<file path="config.mk">
export PLATFORM = sky130hd
export DESIGN_NAME = irq_vector_ctrl
export DESIGN_NICKNAME = d
export VERILOG_FILES = /design/src/rtl/irqc_pkg.sv /design/src/rtl/irqc_capture.sv /design/src/rtl/irqc_ctrl_regs.sv /design/src/rtl/irqc_prio.sv /design/src/rtl/irq_vector_ctrl.sv
export SDC_FILE = /design/constraint.sdc
export NUM_CORES = 1
export LEC_CHECK = 0
export BUFFER_PORTS_ARGS = -buffer_cell sky130_fd_sc_hd__buf_2
export CAP_MARGIN = 10
export CORE_ASPECT_RATIO = 2
export CORE_MARGIN = 2
export CORE_UTILIZATION = 30
export CTS_BUF_LIST = sky130_fd_sc_hd__clkbuf_16
export DETAILED_ROUTE_END_ITERATION = 10
export HOLD_SLACK_MARGIN = 0.03
export SKIP_LAST_GASP = 1
export SLEW_MARGIN = 25
export SYNTH_ARGS = -nofsm -noshare
export SYNTH_HDL_FRONTEND = slang
export SYNTH_SLANG_ARGS = --single-unit
export TNS_END_PERCENT = 10
</file>
<file path="constraint.sdc">
create_clock -name clk -period 6 [get_ports clk]
set_input_delay 1.8 -clock clk [delete_from_list [all_inputs] [get_ports clk]]
set_output_delay 1.8 -clock clk [all_outputs]
set_load 0.03 [all_outputs]
</file>
<file path="src/rtl/irqc_pkg.sv">
`timescale 1ns/1ps
// Package: shared register selector encoding for the interrupt controller.
// The order of selectors is the software-visible word map.
package irqc_pkg;
    localparam int ADDR_W = 3;

    typedef enum logic [ADDR_W-1:0] {
        SEL_STATUS  = 3'd0,
        SEL_PENDING = 3'd1,
        SEL_ENABLE  = 3'd2,
        SEL_ACK     = 3'd3,
        SEL_SETEN   = 3'd4,
        SEL_CLREN   = 3'd5,
        SEL_VECTOR  = 3'd6,
        SEL_MASTER  = 3'd7
    } reg_sel_e;

    localparam int MASTER_W = 2;
    localparam int MST_OUT_BIT = 0;
    localparam int MST_CAP_BIT = 1;
endpackage

</file>
<file path="src/rtl/irqc_capture.sv">
`timescale 1ns/1ps
// Module: irqc_capture
// Captures request lines into the status register. Level-type bits follow
// the line; edge-type bits are set on a rising edge and held until cleared.
// Assumes irq_in is synchronous to clk. Capture has priority over software
// load or acknowledge in the same cycle.
module irqc_capture #(
    parameter int                 NUM_SRC   = 32,
    parameter logic [NUM_SRC-1:0] EDGE_MASK = '0
) (
    input  logic               clk,
    input  logic               rst_n,
    input  logic [NUM_SRC-1:0] irq_in,
    input  logic               cap_en,
    input  logic               sw_load,
    input  logic               sw_ack,
    input  logic [NUM_SRC-1:0] sw_val,
    output logic [NUM_SRC-1:0] status_q
);
    logic [NUM_SRC-1:0] prev_q;
    logic [NUM_SRC-1:0] rise;
    logic [NUM_SRC-1:0] status_d;

    // Registered copy of the lines for rising-edge detection.
    always_ff @(posedge clk) begin
        if (!rst_n) prev_q <= '0;
        else        prev_q <= irq_in;
    end

    assign rise = irq_in & ~prev_q;

    // Next status: software effect first, then capture on top of it.
    always_comb begin
        status_d = status_q;
        if (sw_load) status_d = sw_val;
        if (sw_ack)  status_d = status_d & ~sw_val;
        if (cap_en) begin
            status_d = (status_d & EDGE_MASK) | (irq_in & ~EDGE_MASK);
            status_d = status_d | (rise & EDGE_MASK);
        end
    end

    // Status register.
    always_ff @(posedge clk) begin
        if (!rst_n) status_q <= '0;
        else        status_q <= status_d;
    end
endmodule

</file>
<file path="src/rtl/irqc_ctrl_regs.sv">
`timescale 1ns/1ps
// Module: irqc_ctrl_regs
// Decodes register writes. Holds the enable and master registers and
// produces strobes for the status register. Assumes at most one write per
// cycle; writes to read-only selectors are dropped.
module irqc_ctrl_regs
    import irqc_pkg::*;
#(
    parameter int NUM_SRC = 32,
    parameter int DW      = 32
) (
    input  logic                clk,
    input  logic                rst_n,
    input  logic                wr_en,
    input  logic [ADDR_W-1:0]   addr,
    input  logic [DW-1:0]       wdata,
    output logic [NUM_SRC-1:0]  enable_q,
    output logic [MASTER_W-1:0] master_q,
    output logic                sw_load,
    output logic                sw_ack,
    output logic [NUM_SRC-1:0]  sw_val
);
    reg_sel_e sel;
    assign sel    = reg_sel_e'(addr);
    assign sw_val = wdata[NUM_SRC-1:0];

    // Strobes toward the status register.
    assign sw_load = wr_en && (sel == SEL_STATUS);
    assign sw_ack  = wr_en && (sel == SEL_ACK);

    // Enable register with direct, set and clear write paths.
    always_ff @(posedge clk) begin
        if (!rst_n) begin
            enable_q <= '0;
        end else if (wr_en) begin
            case (sel)
                SEL_ENABLE: enable_q <= sw_val;
                SEL_SETEN:  enable_q <= enable_q | sw_val;
                SEL_CLREN:  enable_q <= enable_q & ~sw_val;
                default:    enable_q <= enable_q;
            endcase
        end
    end

    // Master register: bit 0 gates the output, bit 1 gates capture.
    always_ff @(posedge clk) begin
        if (!rst_n)                          master_q <= '0;
        else if (wr_en && sel == SEL_MASTER) master_q <= wdata[MASTER_W-1:0];
    end
endmodule

</file>
<file path="src/rtl/irqc_prio.sv">
`timescale 1ns/1ps
// Module: irqc_prio
// Lowest-index-first priority encoder. Returns the vector word: the
// zero-extended index of the lowest set bit, or all ones when no bit is set.
// Purely combinational.
module irqc_prio #(
    parameter int NUM_SRC = 32,
    parameter int DW      = 32
) (
    input  logic [NUM_SRC-1:0] pend,
    output logic               any,
    output logic [DW-1:0]      vec_word
);
    localparam int IDX_W = (NUM_SRC > 1) ? $clog2(NUM_SRC) : 1;

    logic [IDX_W-1:0] idx;

    // Scan from the top so that the lowest set bit is the last assignment.
    always_comb begin
        idx = '0;
        any = 1'b0;
        for (int i = NUM_SRC - 1; i >= 0; i--) begin
            if (pend[i]) begin
                idx = IDX_W'(i);
                any = 1'b1;
            end
        end
    end

    assign vec_word = any ? DW'(idx) : '1;
endmodule

</file>
<file path="src/rtl/irq_vector_ctrl.sv">
`timescale 1ns/1ps
// Module: irq_vector_ctrl (top)
// Vectored interrupt controller with an eight-word register port. Combines
// request lines into one registered interrupt output. Assumes synchronous
// inputs and NUM_SRC <= DW. Read data is combinational.
module irq_vector_ctrl
    import irqc_pkg::*;
#(
    parameter int                 NUM_SRC   = 32,
    parameter int                 DW        = 32,
    parameter logic [NUM_SRC-1:0] EDGE_MASK = 32'hFFFF_0000
) (
    input  logic               clk,
    input  logic               rst_n,
    input  logic [NUM_SRC-1:0] irq_in,
    input  logic               wr_en,
    input  logic               rd_en,
    input  logic [ADDR_W-1:0]  addr,
    input  logic [DW-1:0]      wdata,
    output logic [DW-1:0]      rdata,
    output logic               irq_out
);
    logic [NUM_SRC-1:0]  status_q;
    logic [NUM_SRC-1:0]  enable_q;
    logic [MASTER_W-1:0] master_q;
    logic [NUM_SRC-1:0]  pending;
    logic [NUM_SRC-1:0]  sw_val;
    logic                sw_load;
    logic                sw_ack;
    logic                pend_any;
    logic [DW-1:0]       vec_word;
    logic                irq_q;

    irqc_ctrl_regs #(.NUM_SRC(NUM_SRC), .DW(DW)) u_regs (
        .clk(clk), .rst_n(rst_n), .wr_en(wr_en), .addr(addr), .wdata(wdata),
        .enable_q(enable_q), .master_q(master_q),
        .sw_load(sw_load), .sw_ack(sw_ack), .sw_val(sw_val)
    );

    irqc_capture #(.NUM_SRC(NUM_SRC), .EDGE_MASK(EDGE_MASK)) u_cap (
        .clk(clk), .rst_n(rst_n), .irq_in(irq_in),
        .cap_en(master_q[MST_CAP_BIT]),
        .sw_load(sw_load), .sw_ack(sw_ack), .sw_val(sw_val),
        .status_q(status_q)
    );

    assign pending = status_q & enable_q;

    irqc_prio #(.NUM_SRC(NUM_SRC), .DW(DW)) u_prio (
        .pend(pending), .any(pend_any), .vec_word(vec_word)
    );

    // Registered interrupt output, gated by both master bits.
    always_ff @(posedge clk) begin
        if (!rst_n) irq_q <= 1'b0;
        else        irq_q <= master_q[MST_OUT_BIT] & master_q[MST_CAP_BIT] & pend_any;
    end
    assign irq_out = irq_q;

    // Read multiplexer; write-only selectors return zero.
    always_comb begin
        rdata = '0;
        if (rd_en) begin
            case (reg_sel_e'(addr))
                SEL_STATUS:  rdata = DW'(status_q);
                SEL_PENDING: rdata = DW'(pending);
                SEL_ENABLE:  rdata = DW'(enable_q);
                SEL_VECTOR:  rdata = vec_word;
                SEL_MASTER:  rdata = DW'(master_q);
                default:     rdata = '0;
            endcase
        end
    end
endmodule

</file>
* Word level (Yosys, flattened, before mapping)
Index checks and enable logic that the tools add are counted.
Storage, ports and cells: bits in writable memories 0, input bits 71, memories kept 0, ROM bits 0, register bits after elaboration 99, bits in latches 0
Operators by class: reduce and logical (&&, ||, !) cells 6, div/mod/pow operators 0, add/subtract/negate cells 0, equal/unequal tests 7, multipliers 0, muxes and demuxes 71, magnitude comparators 0, bitwise operators 11, shifts and indexed selects 0
Operators with widths (count):
- 2-to-1 mux 32 bit | 5
- 2-to-1 mux 5 bit | 32
- case mux 32 bit (5 select lines) | 1
- bitwise AND 32 bit | 4
- case mux 32 bit (3 select lines) | 1
- NOT 32 bit | 2
- OR 32 bit | 2
- 2-to-1 mux 1 bit | 32
- OR 32 x 16 -> 32 bit | 1
- equality test 3 bit, second input constant | 4
- equality test 3 x 2 -> 1 bit, second input constant | 2
- equality test 3 x 1 -> 1 bit, second input constant | 1
- logical AND 1 bit | 3
- zero test 3 bit | 1
- nonzero test 3 bit | 1
- bitwise AND 1 bit | 2
- AND reduction 2 bit | 1

* Depth between registers and ports, before layout
Gate-level depths: netlist of the first run.
depth after elaboration 36, mapped depth 8

* By module
A second synthesis of the first run with hierarchy kept.
Second synthesis, totals: cell total of the unflattened synthesis 716, area total of the unflattened synthesis 5925.7 µm²
Modules (own cells, without submodules):
- irqc_capture | sequential area each 960.9 µm², cells each 214, instances 1, area each 2149.6 µm²
- irq_vector_ctrl | sequential area each 20.0 µm², cells each 253, instances 1, area each 1580.3 µm²
- irqc_ctrl_regs | sequential area each 680.7 µm², cells each 155, instances 1, area each 1557.7 µm²
- irqc_prio | sequential area each 0.0 µm², cells each 94, instances 1, area each 638.1 µm²

* Worst setup path before layout of the first run
OpenSTA, ideal clock, no wires.
kind input-to-output, from input addr[1], to output rdata[21], stages 7, required time 4.200 ns, slack 0.961 ns, data arrival time 3.239 ns, cells stage by stage nor2b_1 nand3_1 nor2_1 nand2_1 nor2_2 buf_2 o21a_1
Between the ends: word-level cells in the longest chain between the ends 3, elaborated cells on any way between the ends 7, classes of those cells eq/ne (4); mux (2); reduce/logical (1)
Ends and longest elaborated chain:
- from (decl) | line irq_vector_ctrl.sv:18 | input logic [ADDR_W-1:0] addr,
- equality test 3 bit (tied with other cells) | line irq_vector_ctrl.sv:64 | case (reg_sel_e'(addr))
- case mux 32 bit (5 select lines) * | line irq_vector_ctrl.sv:64
- 2-to-1 mux 32 bit * | line irq_vector_ctrl.sv:63 | if (rd_en) begin
- to (decl) | line irq_vector_ctrl.sv:20 | output logic [DW-1:0] rdata,
Every way passes the cells marked *; elsewhere a longest branch is shown, timed or not.

* Final worst setup path of the first run
from input addr[0], to output rdata[20]
The elaborated chain is that of the path after synthesis.

==> flow_summary.ini, run 1 <==
[outcome]
status = complete, no violations

[floorplanning]
dieArea_sq_mm = 0.0175
io_pins = 104
floorplan.rows = 66
coreArea_sq_mm = 0.0162
die_y_um = 185
start_util_pct = 30.4
die_x_um = 94.5

[worst_setup_path]
cp_common_cell = buf_2
required_ns = 4.20
rr_endpoint = irq_out
startpoint_type = input port
ff2ff_setup_slack_ns = 3.83
cp.arrival_ns = 3.57
cp-end-kind = primary output
reg2reg_depth = 6
cp_cell_sequence = buf_2 -> nor2b_1 -> nand3_1 -> nor2_1 -> nand2_1 -> nor2_2 -> buf_4 -> o21a_1 -> buf_2
path_class = in2out
crit_path_max_fanout = 12
r2r_start = u_cap.status_q[23]
cpMaxStageDelayCell = nor2_2
crit_path_max_incr_delay_ns = 0.38

[yosys]
yosys.area.top_type_share_pct = 33.8
synth_common_cells = o21ai_0, nand2_1, dfxtp_1
netlist_area_sq_mm = 0.00492
synth_edf_count = 0
synthTopCellsByArea = dfxtp_1, o21ai_0, nor2b_1
ys_ff_latch = 83
yosysMostFrequentCell = o21ai_0
netlist.top_cell.by_area = dfxtp_1
ys_types = 43
ys_seq_area_share_pct = 33.8
yosysWarnings = 0
synthCells = 678
synthArstFlopShare_pct = 0
synth_nets = 749
synthFlopType = dfxtp_1
avgSynthCellArea_sq_um = 7.25

[global_routing]
grt_use_met2_pct = 37.9
grt_max_degree = 69
gr-usage-all-layers_pct = 20.5
gr-total-overflow = 0
met3_usage_pct = 2.60
grt_pass1_wl_um = 27100
antenna_found_initial = 0
busiest_layer = met2
use_met1_pct = 21.4
grt_pass1_vias = 5061

[timing]
fin_crit_sh_pct = 89.5
hold_violations = 0
maxSlewHeadroom_pct = 32.8
rsz0062_at_grt = no
setup_viol = 0
finalCriticalPeriod_ns = 5.37
worst_pin_slew_ns = 1.00
fmax_mhz = 186
maxSlewViolCount = 0
fin_setup_tns_ns = 0
skew_ns = 0.00908

[place]
port_buffers = 103
post_dp_cell_area_sq_mm = 0.00565
dpl.hpwl_um = 12800
dp_cells = 953
gp_congestion = 0.888

[min_path]
worstHoldPathCells = 2
min_to = irq_out
hold_path.class = reg2reg
worstHoldStart = u_regs.master_q[0]

[cts]
cts_tree = yes
clk_pin_slew_ns = 0.06
cts_buffers = 9
clockRootBuffer = clkbuf_16
htree_levels = 3
cts_post_setup_buffers_inserted = 0
cts_buffer_depth = 2
ctsResizeCount = 0
clk_latency_ns = 0.35
cts_sinks = 83
ctsHoldBuffers = 0

[final_layout]
layout-drive-gt1-share_pct = 19.6
utilization_pct = 37.0
fin_area_sq_mm = 0.00599
diodes = 0
final_cells = 969
nNetsFinal = 831
fillers = 1784
area_delta_synth_final_pct = 21.8

[drt]
drc_errors = 0
ant_nets = 0
vias = 5245
drt_pre_antenna_iters = 5
drt-initial-drc-count = 269
vias_per_cell = 5.41
wl_per_cell_um = 18.2
wirelength_um = 17600

[power]
p_leak_nw = 2.19
clockPowerShare_pct = 44.6
p_sw_share_pct = 26.3
intPower_w = 0.00106
power_density_mw_per_mm2 = 240
power_frac_comb_pct = 13.4
total_power_w = 0.00143
irDropWorstVdd_uv = 134
p_seq_share_pct = 42.0
power.switching_w = 0.000378

[job]
drv_cap = 0
==> worst max-delay path, delay by kind of cell <==
family | cells | cell delay [ns]
AND/OR/NAND/NOR | 5 | 0.99
buffers and inverters | 3 | 0.63
AO/OA/AOI/OAI | 1 | 0.15
==> per-layer routing <==
metal	vias to the layer above	wire length, um
met1	2468	6370
met3	40	807
met5	-	0
met4	0	822
met2	154	9620
li1	2583	-
==> metrics by stage <==
step	worst slack, ns	hold slack [ns]
global placement	0.738	0.471
global route	0.484	0.490
CTS	0.658	0.472
floorplan	0.961	0.423
finish	0.631	0.481
detailed placement	0.673	0.469
==> state kept, by name (all words and copies together) (netlist names) <==
register,flops
u_cap.prev_q,16
u_regs.master_q,2
irq_out,1
u_cap.status_q,32
u_regs.enable_q,32
==> power by group through the flow <==
stage          Combinational (W)  Clock, W  Sequential (W)
3_3_place_gp            0.000190         0        0.000614
2_1_floorplan           0.000118         0        0.000604
4_1_cts                 0.000194  0.000651        0.000601
6_report                0.000193  0.000640        0.000602
5_1_grt                 0.000212  0.000673        0.000605
3_5_place_dp            0.000193         0        0.000613
==> how the worst max path moves through the flow <==
stage | start | endpoint | slack, ns | depth (start not counted)
finish | addr[0] | rdata[20] | 0.63 | 9
global route | addr[0] | rdata[20] | 0.48 | 9
floorplan | addr[1] | rdata[21] | 0.96 | 7
CTS | addr[0] | rdata[20] | 0.66 | 9
detailed placement | addr[0] | rdata[20] | 0.67 | 9
global placement | addr[0] | rdata[31] | 0.74 | 9
==> cell families after synthesis <==
logic type | count (synthesis) | share of synthesized area (%)
simple gates | 241 | 25.3
compound gates | 304 | 37.1
buf+inv | 50 | 3.87
flops | 83 | 33.8
==> layout make-up <==
type	count	area, sq um	area share, %
clock buffers	9	225	3.76
repair buffers	120	643	10.7
inverters	1	3.75	0.0627
multi-input cells	545	3090	51.5
clock inverters	7	116	1.94
flip-flops and latches	83	1660	27.7
well taps	204	255	4.26
==> placed cells by master (no fill, tap or decap), types with 19 or more instances in the layout <==
cell,Yosys,routed
o21a_1,28,28
and2_1,19,19
dfxtp_1,83,83
a21oi_1,56,56
nor2b_1,66,66
o21ai_0,148,148
nand2_1,95,95
nor2_1,22,20
a22oi_1,42,42
buf_2,2,103
Power figures use the tool's default switching activity.
==> run 2, diff against run 1 <==
- CORE_ASPECT_RATIO: 2 -> 0.7
==> run 2 against run 1 <==
Design area shrank 0.75%. Setup slack lost 0.045 ns. Register-to-register slack lost 0.06 ns. Non-clock buffer count shrank 3. Clock power shrank 15%. Critical path depth is the same. Largest power group is now sequential cells.
==> flow_summary.ini, run 2 (synthesis gave the netlist of run 1 again) <==
[outcome]
status = complete, no violations

[worst_setup_path]
cp_cell_sequence = buf_2 -> nor2b_1 -> buf_4 -> o21ai_0 -> a21oi_1 -> a21oi_1 -> and3_1 -> a21oi_1 -> buf_2
cpMaxStageDelayCell = buf_4
required_ns = 4.20
cp_common_cell = a21oi_1
path_class = in2out
crit_path_max_incr_delay_ns = 0.32
startpoint_type = input port
cp-end-kind = primary output
cp.arrival_ns = 3.61
cp_num_buf_inv = 3
critical-path-top-delay-family = buffers and inverters
crit_path_max_fanout = 33

[global_routing]
gr-usage-all-layers_pct = 19.1
grt_max_degree = 69
gr-total-overflow = 0
antenna_found_initial = 0
grt_pass1_vias = 4729
grt_pass1_wl_um = 26200

[final_layout]
area_delta_synth_final_pct = 20.9
top_regs = u_cap.status_q: 32 flops, u_regs.enable_q: 32 flops, u_cap.prev_q: 16 flops
layout-drive-gt1-share_pct = 19.3
final_common_cell = o21ai_0
nNetsFinal = 828
layout_common_cells = o21ai_0, buf_2, nand2_1
utilization_pct = 36.7
diodes = 0

[timing]
rsz0062_at_grt = no
fin_setup_tns_ns = 0
maxSlewHeadroom_pct = 40.4
fmax_mhz = 185
hold-worst-slack_ns = 0.470
maxSlewViolCount = 0
setup_viol = 0
finalCriticalPeriod_ns = 5.41
worst_pin_slew_ns = 0.893
hold_violations = 0
skew_ns = 0.00838
fin_crit_sh_pct = 90.2

[floorplanning]
floorplan.rows = 39
dieArea_sq_mm = 0.0175
die_x_um = 157
coreArea_sq_mm = 0.0162
io_pins = 104
die_y_um = 111
start_util_pct = 30.4

[drt]
vias = 5126
drc_errors = 0
ant_nets = 0
vias_per_cell = 5.19
drt_pre_antenna_iters = 5
drt-initial-drc-count = 455
wirelength_um = 16400
wl_per_cell_um = 16.6

[job]
drv_cap = 0

[place]
dpl.hpwl_um = 11600
port_buffers = 103
gp_congestion = 0.851

[cts]
cts_sinks = 83
clk_pin_slew_ns = 0.06
cts_post_setup_buffers_inserted = 0
cts_buffer_depth = 2
cts_buffers = 9
clockRootBuffer = clkbuf_16
ctsHoldBuffers = 0
htree_levels = 3
clk_latency_ns = 0.35
ctsResizeCount = 0
cts_tree = yes

[min_path]
hold_path.class = reg2reg

[power]
p_leak_nw = 2.16
power_density_mw_per_mm2 = 225
total_power_w = 0.00134
irDropWorstVdd_uv = 125
[run 2: path summary, 6_finish.rpt]
path | startpoint | to | slack [ns] | cells past startpoint
setup reg to reg | u_cap.status_q[23] | irq_out | 3.77 | 6
setup / recovery | addr[1] | rdata[0] | 0.59 | 9
hold / removal | u_regs.master_q[0] | irq_out | 0.47 | 2
hold reg to reg | u_regs.master_q[0] | irq_out | 0.47 | 2
[run 2: cell type report]
cell class | instances | area [sq um]
clock inverters | 7 | 61.3
inverters | 1 | 3.75
flip-flops and latches | 83 | 1660
clock buffers | 9 | 225
repair buffers | 117 | 621
well taps | 225 | 282
fillers | 1754 | 10300
multi-input cells | 545 | 3090
[run 2: stage by stage]
step	cells	worst slack, ns	area, sq um
final	987	0.585	5950
after detailed placement	971	0.606	5650
after global placement	971	0.631	5650
after floorplan	678	0.961	4920
after global routing	987	0.389	5950
after CTS	987	0.597	5940
[run 2: worst register-to-register path: stages (launching register included)]
cell,delay (ns)
dfxtp_1,0.37
a22oi_2,0.32
nand4_1,0.18
or4b_4,0.58
or3b_4,0.43
a21oi_1,0.16
nor2_1,0.07
[run 2: report_power, final]
group	switching [W]	leakage [nW]	total [W]	internal (W)
registers	0.0000261	0.678	0.000602	0.000575
logic	0.000117	1.34	0.000191	0.0000742
clock network	0.000254	0.140	0.000543	0.000289
[run 2: per-layer routing]
metal | part of all wire, % | GRT usage, % | up-vias
li1 | - | - | 2586
met1 | 53 | 30.4 | 2314
met2 | 39 | 26.0 | 209
met3 | 7.0 | 3.48 | 17
met4 | 1.2 | 4.48 | 0
met5 | 0 | 0 | -
==> run 3, diff against run 2 <==
- CORE_UTILIZATION: 30 -> 45
- PLACE_DENSITY: default -> 0.68
- SETUP_SLACK_MARGIN: default -> 0.4
- SKIP_LAST_GASP: 1 -> default
==> run 3 against run 2 <==
Critical path depth down 2. Sequential share of layout area rose by 0.39 points. Wire length is 4.6% lower. Via count rose by 3.8%. Combinational power about the same. Design area shrank 1.4%. First-iteration DRC count up 6.2%. Setup slack worse by 0.045 ns. Die area down 32%.
==> flow_summary.ini, run 3 (synthesis gave the netlist of run 1 again) <==
[place]
dpl.hpwl_um = 10700
post-place-ws_ns = 0.574
port_buffers = 103
gp_congestion = 0.890

[timing]
maxSlewHeadroom_pct = 35.2
finalCriticalPeriod_ns = 5.46
rsz0062_at_grt = no
fin_setup_tns_ns = 0
fin_crit_sh_pct = 91.0
hold_violations = 0
skew_ns = 0.00860
finalWorstSetupSlack_ns = 0.540
worst_pin_slew_ns = 0.973
maxSlewViolCount = 0
setup_viol = 0
fmax_mhz = 183

[worst_setup_path]
crit_path_max_incr_delay_ns = 0.43
cp_cell_sequence = buf_2 -> buf_4 -> nand2b_1 -> o211a_1 -> buf_4 -> o21a_1 -> buf_2
cp.arrival_ns = 3.66
path_depth = 7
crit_path_max_fanout = 38
cp-end-kind = primary output
path_class = in2out
critical-path-top-delay-family = buffers and inverters
startpoint_type = input port
required_ns = 4.20
cpMaxStageDelayCell = o211a_1
cp_num_buf_inv = 4
reg2reg_depth = 6

[floorplanning]
die_y_um = 91.5
floorplan.rows = 31
dieArea_sq_mm = 0.0118
io_pins = 104
coreArea_sq_mm = 0.0105
start_util_pct = 47.0
die_x_um = 129

[global_routing]
use_met1_pct = 39.2
gr-usage-all-layers_pct = 26.8
met3_usage_pct = 5.24
grt_pass1_vias = 4811
grt_pass1_wl_um = 25000
busiest_layer = met2
grt_max_degree = 69
grt_use_met2_pct = 39.3
antenna_found_initial = 0
gr-total-overflow = 0

[cts]
cts_sinks = 83
clk_latency_ns = 0.34
ctsHoldBuffers = 0
ctsResizeCount = 0
cts_tree = yes
htree_levels = 3
cts_post_setup_buffers_inserted = 0
cts_buffers = 9
clk_pin_slew_ns = 0.06
cts_buffer_depth = 2
clockRootBuffer = clkbuf_16

[final_layout]
area_delta_synth_final_pct = 19.2
top_regs = u_cap.status_q: 32 flops, u_regs.enable_q: 32 flops, u_cap.prev_q: 16 flops
final_common_cell = o21ai_0
layout-drive-gt1-share_pct = 19.4
nNetsFinal = 830
layout_common_cells = o21ai_0, buf_2, nand2_1
diodes = 0
fillers = 1042

[power]
irDropWorstVdd_uv = 135
power_density_mw_per_mm2 = 237
p_leak_nw = 2.18

[job]
drv_cap = 0

[min_path]
worstHoldPathCells = 2
hold_path.class = reg2reg

[drt]
wirelength_um = 15600
drc_errors = 0
drt-initial-drc-count = 483
drt_pre_antenna_iters = 6
wl_per_cell_um = 17.5
vias_per_cell = 5.95
ant_nets = 0
vias = 5322

[outcome]
status = complete, no violations
[run 3: cell count changes in the layout (fill, tap and decap cells not counted), sizes merged]
cell / change
inv: -2
bufinv: +2
clkinvlp: -1
buf: +2
[run 3: final cells by class]
type,instances,area (sq um),area share [%]
Multi-Input combinational cell,545,3080,52.6
Sequential cell,83,1660,28.3
Timing Repair Buffer,119,636,10.8
Clock buffer,9,225,3.84
Tap cell,132,165,2.82
Clock inverter,6,90.1,1.54
Inverter,1,3.75,0.0640
[run 3: power by group]
| part | internal [W] | total [W] | leakage [nW] | switching, W |
|---|---|---|---|---|
| Sequential | 0.000576 | 0.000601 | 0.678 | 0.0000257 |
| Combinational | 0.0000749 | 0.000191 | 1.35 | 0.000116 |
| Clock | 0.000364 | 0.000596 | 0.154 | 0.000232 |
[run 3: worst paths after layout]
check	to	start	slack, ns
max reg2reg	irq_out	u_cap.status_q[21]	3.84
min reg2reg	irq_out	u_regs.master_q[0]	0.47
max	rdata[23]	addr[1]	0.54
min	irq_out	u_regs.master_q[0]	0.47
[run 3: per-layer routing]
metal	up-vias	wire length (um)
met5	-	0
met4	0	247
met3	19	1210
met2	241	6730
met1	2483	7460
li1	2579	-
[run 3: worst reg2reg max path, delay by kind of cell (launching register included)]
kind | cells | cell delay, ns
AND/OR/NAND/NOR | 4 | 1.23
AO/OA/AOI/OAI | 2 | 0.43
flip-flops | 1 | 0.39
[run 3: metrics by stage]
| stage | hold WS, ns | instances | power, W | instance area (sq um) | utilization, % |
|---|---|---|---|---|---|
| 2_1_floorplan | 0.423 | 678 | 0.000722 | 4920 | - |
| 3_3_place_gp | 0.450 | 880 | 0.000793 | 5550 | 53.0 |
| 3_5_place_dp | 0.459 | 880 | 0.000801 | 5550 | 53.0 |
| 4_1_cts | 0.466 | 895 | 0.00139 | 5860 | 56.0 |
| 5_1_grt | 0.489 | 895 | 0.00144 | 5860 | 56.0 |
| 6_report | 0.472 | 895 | 0.00139 | 5860 | 56.0 |
